[src/rtl/fdl_serializer_pkg.sv]
package fdl_serializer_pkg;

  // Strobes sent from the control module to the datapath
  typedef struct packed {
    logic txUpd;     // a bit slot is happening this cycle
    logic useReg;    // the slot takes its bit from the register path
    logic byteLoad;  // byte boundary: reload the active byte
  } ctrl_stb_t;

endpackage

[src/rtl/fdl_serializer_ctrl.sv]
module fdl_serializer_ctrl
  import fdl_serializer_pkg::*;
#(
  parameter int BYTE_W = 8,
  parameter int FS_W   = 6,
  localparam int CNT_W = $clog2(BYTE_W)
) (
  input  logic             clk,
  input  logic             rstN,
  input  logic             slotStb,
  input  logic             srcSel,
  input  logic             modeD4,
  input  logic             hostStatWe,
  input  logic             hostStatIn,
  input  logic             hostMaskWe,
  input  logic             hostMaskIn,
  output ctrl_stb_t        ctrlStb,
  output logic [CNT_W-1:0] bitIdx,
  output logic             statusEmpty,
  output logic             irqN
);

  localparam logic [CNT_W-1:0] LAST_ESF = CNT_W'(BYTE_W - 1);
  localparam logic [CNT_W-1:0] LAST_D4  = CNT_W'(FS_W - 1);

  logic [CNT_W-1:0] lastIdx;
  logic             atLast;
  logic             regSlot;
  logic             maskEn;
  logic             clearReq;

  // The boundary uses >= so that a mode change in the middle of a byte
  // cannot leave the counter stuck beyond the shorter length
  assign lastIdx  = modeD4 ? LAST_D4 : LAST_ESF;
  assign atLast   = (bitIdx >= lastIdx);
  assign regSlot  = slotStb && srcSel;
  assign clearReq = hostStatWe && hostStatIn;

  always_comb begin
    ctrlStb.txUpd    = slotStb;
    ctrlStb.useReg   = srcSel;
    ctrlStb.byteLoad = regSlot && atLast;
  end

  // Bit position counter; it only moves on slots served by the register
  always_ff @(posedge clk or negedge rstN) begin
    if (!rstN) begin
      bitIdx <= '0;
    end else if (regSlot) begin
      if (atLast) bitIdx <= '0;
      else        bitIdx <= bitIdx + 1'b1;
    end
  end

  // Sticky empty flag; a new empty event beats a clear in the same cycle
  always_ff @(posedge clk or negedge rstN) begin
    if (!rstN) begin
      statusEmpty <= 1'b0;
    end else if (ctrlStb.byteLoad) begin
      statusEmpty <= 1'b1;
    end else if (clearReq) begin
      statusEmpty <= 1'b0;
    end
  end

  always_ff @(posedge clk or negedge rstN) begin
    if (!rstN)           maskEn <= 1'b0;
    else if (hostMaskWe) maskEn <= hostMaskIn;
  end

  assign irqN = ~(statusEmpty & maskEn);

endmodule

[src/rtl/fdl_serializer_dp.sv]
module fdl_serializer_dp
  import fdl_serializer_pkg::*;
#(
  parameter int BYTE_W = 8,
  localparam int CNT_W = $clog2(BYTE_W)
) (
  input  logic              clk,
  input  logic              rstN,
  input  logic              hostDataWe,
  input  logic [BYTE_W-1:0] hostDataIn,
  input  ctrl_stb_t         ctrlStb,
  input  logic [CNT_W-1:0]  bitIdx,
  input  logic              altBit,
  output logic              txBit
);

  logic [BYTE_W-1:0] holdByte;
  logic [BYTE_W-1:0] activeByte;
  logic [BYTE_W-1:0] nextByte;
  logic [BYTE_W-1:0] bitSel;
  logic              regBit;
  logic              slotBit;

  // Host writes always land in the holding register
  always_ff @(posedge clk or negedge rstN) begin
    if (!rstN)           holdByte <= '0;
    else if (hostDataWe) holdByte <= hostDataIn;
  end

  // A write in the boundary cycle goes straight into the next byte
  assign nextByte = hostDataWe ? hostDataIn : holdByte;

  always_ff @(posedge clk or negedge rstN) begin
    if (!rstN)                 activeByte <= '0;
    else if (ctrlStb.byteLoad) activeByte <= nextByte;
  end

  // One-hot decode of the bit position, then an AND-OR reduction
  for (genvar g = 0; g < BYTE_W; g++) begin : g_sel
    assign bitSel[g] = (bitIdx == CNT_W'(g)) && activeByte[g];
  end
  assign regBit = |bitSel;

  assign slotBit = ctrlStb.useReg ? regBit : altBit;

  always_ff @(posedge clk or negedge rstN) begin
    if (!rstN)              txBit <= 1'b0;
    else if (ctrlStb.txUpd) txBit <= slotBit;
  end

endmodule

[src/rtl/fdl_serializer.sv]
module fdl_serializer
  import fdl_serializer_pkg::*;
#(
  parameter int BYTE_W = 8,
  parameter int FS_W   = 6,
  localparam int CNT_W = $clog2(BYTE_W)
) (
  input  logic              clk,
  input  logic              rstN,
  input  logic              hostDataWe,
  input  logic [BYTE_W-1:0] hostDataIn,
  input  logic              hostStatWe,
  input  logic              hostStatIn,
  input  logic              hostMaskWe,
  input  logic              hostMaskIn,
  output logic              statusEmpty,
  output logic              irqN,
  input  logic              slotStb,
  input  logic              modeD4,
  input  logic              srcSel,
  input  logic              altBit,
  output logic              txBit
);

  ctrl_stb_t        ctrlStb;
  logic [CNT_W-1:0] bitIdx;

  fdl_serializer_ctrl #(.BYTE_W(BYTE_W), .FS_W(FS_W)) u_ctrl (
    .clk        (clk),
    .rstN       (rstN),
    .slotStb    (slotStb),
    .srcSel     (srcSel),
    .modeD4     (modeD4),
    .hostStatWe (hostStatWe),
    .hostStatIn (hostStatIn),
    .hostMaskWe (hostMaskWe),
    .hostMaskIn (hostMaskIn),
    .ctrlStb    (ctrlStb),
    .bitIdx     (bitIdx),
    .statusEmpty(statusEmpty),
    .irqN       (irqN)
  );

  fdl_serializer_dp #(.BYTE_W(BYTE_W)) u_dp (
    .clk       (clk),
    .rstN      (rstN),
    .hostDataWe(hostDataWe),
    .hostDataIn(hostDataIn),
    .ctrlStb   (ctrlStb),
    .bitIdx    (bitIdx),
    .altBit    (altBit),
    .txBit     (txBit)
  );

endmodule

[config.mk]
export PLATFORM = sky130hd
export DESIGN_NAME = fdl_serializer
export DESIGN_NICKNAME = d
export VERILOG_FILES = /design/src/rtl/fdl_serializer_pkg.sv /design/src/rtl/fdl_serializer_ctrl.sv /design/src/rtl/fdl_serializer_dp.sv /design/src/rtl/fdl_serializer.sv
export SDC_FILE = /design/constraint.sdc
export NUM_CORES = 1
export LEC_CHECK = 0
export ABC_CLOCK_PERIOD_IN_PS = 1750
export CAP_MARGIN = 20
export CORE_MARGIN = 4
export CORE_UTILIZATION = 44
export CTS_CLUSTER_SIZE = 16
export DETAILED_ROUTE_END_ITERATION = 8
export GPL_ROUTABILITY_DRIVEN = 0
export HOLD_SLACK_MARGIN = 0.03
export PLACE_DENSITY = 0.84
export SETUP_SLACK_MARGIN = 0.02
export SLEW_MARGIN = 0
export SYNTH_ARGS = -nofsm -noshare
export SYNTH_HDL_FRONTEND = slang
export SYNTH_HIERARCHICAL = 1
export SYNTH_SLANG_ARGS = --single-unit
[constraint.sdc]
create_clock -name clk -period 1.75 [get_ports clk]
set_input_delay 0.2625 -clock clk [delete_from_list [all_inputs] [get_ports clk]]
set_output_delay 0.2625 -clock clk [all_outputs]
set_load 0.01 [all_outputs]
==> results_dict.tcl <==
set metrics [dict create \
    status "completed" \
    vias 659 \
    cts_tree "yes" \
    clock_sinks 22 \
    hold_viol_final 0 \
    met3_usage_pct 3.712 \
    mostFrequentLayoutCell "dfrtp_1" \
    top_usage_layer "met2" \
    worstPathMaxFanout 8 \
    rsz0062_at_grt "no" \
    synth_edf_count 0 \
    layout_common_cells "dfrtp_1 (22), clkdlybuf4s50_1 (21), mux2_2 (18), buf_4 (7), nand2_1 (4)" \
    synth_cell_type_count 26 \
    crit_path_max_incr_delay_ns 0.46 \
    cp-start-kind "register" \
    min_path_type "in -> async" \
    grt_usage_pct 13.47 \
    pwr-share-comb_pct 35.0 \
    grtUsageMet2_pct 23.82 \
    syn2layout_area_growth_pct 34.62 \
    io_buffers 21 \
    drt-total-wl_um 1838 \
    fmax_mhz 628.1 \
    seq_power_share_pct 43.8 \
    dr.pass1.iters 3 \
    drtIter0Drc 12 \
    worstSetupPathType "reg -> reg" \
    sw_frac_of_total_pct 27.04 \
    antenna_found_initial 0 \
    cts_buffers 3 \
    ys_seq_area_share_pct 54.79 \
    ys_warn_count 6 \
    clk_transition_reported_paths_ns 0.12 \
    slew_violations 0 \
    path_delay_family "flip-flops" \
    finalCritPeriodShare_pct 90.98 \
    setup_viol 0 \
    holdBufCountCts 0 \
    syn_area_um2 1005 \
    synthFlopType "dfrtp_1" \
    ant_nets 0 \
    start_util_pct 45.86 \
    grt_max_degree 23 \
    wl_per_cell_um 14.36 \
    power.internal_uw 1304 \
    required_ns 1.94 \
    core_region_area_um2 2191 \
    grt_pass1_vias 748 \
    fin_area_um2 1353 \
    p_leak_uw 0.0006010 \
    avgViaCountPerCell 5.148 \
    diodes 0 \
    io_pins 22 \
    fill_cells 166 \
    die-area_um2 3112 \
    period_minus_slack_ns 1.592 \
    drcViolationCount 0 \
    async_flop_share_pct 100.0 \
    cts_root_buffer "clkbuf_4" \
    relSlewSlack_pct 81.90 \
    die_w_um 55.79 \
    vdd_drop_max_mv 0.8021 \
    dp_hpwl_um 1378 \
    dpl_cell_area_um2 1299 \
    hold_slack_ns 0.2943 \
    globalRouteMet1Util_pct 13.80 \
    worst_pin_slew_ns 0.2716 \
    finClkSkew_ns 0.002704 \
    htreeDepth 1 \
    chipHeight_um 55.79 \
    drv_cap 0 \
    grt_pass1_wl_um 3298 \
    power_switching_uw 483.2 \
    arrival_ns 1.79 \
    crit_slowest_cell "dfrtp_1" \
    setup.worst_path.end_class "register" \
    ys_seq_elements 22 \
    clk_latency_ns 0.30 \
    clock_path_buffers 2 \
    std_cell_rows 17 \
    syn_nets 92 \
    path_buf_inv 0 \
    drive_above_1_share_pct 37.00 \
    grt_overflow 0 \
    power.density_nw_per_um2 1321 \
    layout.nets 122 \
    clock_power_share_pct 21.2 \
    synth.avg_cell_area_um2 14.15 \
    synthCells 71 \
    critical_path.cell_chain "ha_1 -> a21o_1 -> and2_2 -> mux2_2" \
]
==> cell families (layout without fill, tap and decap cells) <==
| family | count (synthesis) | in the layout | synth area share, % |
|---|---|---|---|
| fa+ha+maj | 2 | 2 | 2.490 |
| mux | 22 | 22 | 25.90 |
| buf+inv | 4 | 33 | 2.365 |
| compound gates | 8 | 8 | 7.224 |
| simple gates | 13 | 13 | 7.224 |
| flops | 22 | 22 | 54.79 |
==> worst paths after layout <==
path                                                   start                             end  slack (ns)  cells past startpoint
worst max-delay path            u_ctrl/bitIdx[1]$_DFFE_PN0N_  u_dp/activeByte[4]$_DFFE_PN0P_        0.16                      4
worst min-delay path                                    rstN      u_dp/holdByte[0]$_DFF_PN0_        0.29                      2
worst max register to register  u_ctrl/bitIdx[1]$_DFFE_PN0N_  u_dp/activeByte[4]$_DFFE_PN0P_        0.16                      4
worst min register to register    u_dp/holdByte[6]$_DFF_PN0_      u_dp/holdByte[6]$_DFF_PN0_        0.51                      1
max in group asynchronous                               rstN    u_ctrl/bitIdx[1]$_DFFE_PN0N_        1.24                      2
min in group clk                  u_dp/holdByte[6]$_DFF_PN0_      u_dp/holdByte[6]$_DFF_PN0_        0.51                      1
==> cells in the mapped netlist, types with 2 or more instances <==
cell / count / area [µm²]
mux2_2: 18 / 202.7
ha_1: 2 / 25.02
a21bo_2: 2 / 20.02
mux2i_1: 2 / 20.02
dfrtp_1: 22 / 550.5
nand2_1: 4 / 15.01
buf_4: 2 / 15.01
==> metrics by stage <==
| step | total power (µW) | cells | worst slack (ns) | setup TNS, ns | util, % |
|---|---|---|---|---|---|
| 3_3_place_gp | 1376 | 124 | -0.1121 | -0.8831 | 59.28 |
| 3_5_place_dp | 1415 | 124 | -0.1705 | -1.271 | 59.28 |
| 5_1_grt | 1904 | 128 | 0.1054 | 0 | 61.74 |
| 4_1_cts | 1804 | 128 | 0.03174 | 0 | 61.68 |
| 6_report | 1787 | 128 | 0.1578 | 0 | 61.74 |
| 2_1_floorplan | 1160 | 71 | 0.06575 | 0 | - |
==> registers in the layout, summed over array words and instances, names as in the netlist <==
register	cells
u_ctrl/bitIdx	3
u_ctrl/statusEmpty	1
u_ctrl/maskEn	1
u_dp/holdByte	8
u_dp/activeByte	8
u_dp/txBit	1
==> power groups by stage <==
| stage | clock, µW | combinational (µW) | sequential, µW |
|---|---|---|---|
| after detailed placement | 0 | 620 | 794 |
| after CTS | 392 | 630 | 783 |
| final | 379 | 625 | 782 |
| after floorplan | 0 | 379 | 782 |
| after global routing | 415 | 681 | 808 |
| after global placement | 0 | 593 | 783 |
==> final cells by class <==
cell class,instances,area [µm²],share of cell area [%]
multi-input cells,45,431.7,31.91
clock buffers,3,22.52,1.665
repair buffers,29,282.8,20.91
clock inverters,1,30.03,2.220
well taps,28,35.03,2.590
flip-flops and latches,22,550.5,40.70
==> what timing repair did <==
item / 4_1_cts / 5_1_grt
setup buffers: 0 / 0
gates resized for setup: 0 / 1
hold endpoints to repair: 0 / 0
setup endpoints to repair: 0 / 5
==> metal layers <==
metal  vias to the layer above  share of wire, %
met2                        14                52
met5                         -                 0
met1                       326                41
met3                         4               4.2
li1                        315                 -
met4                         0               2.4
Note: power is estimated with default switching activity, not from simulation.
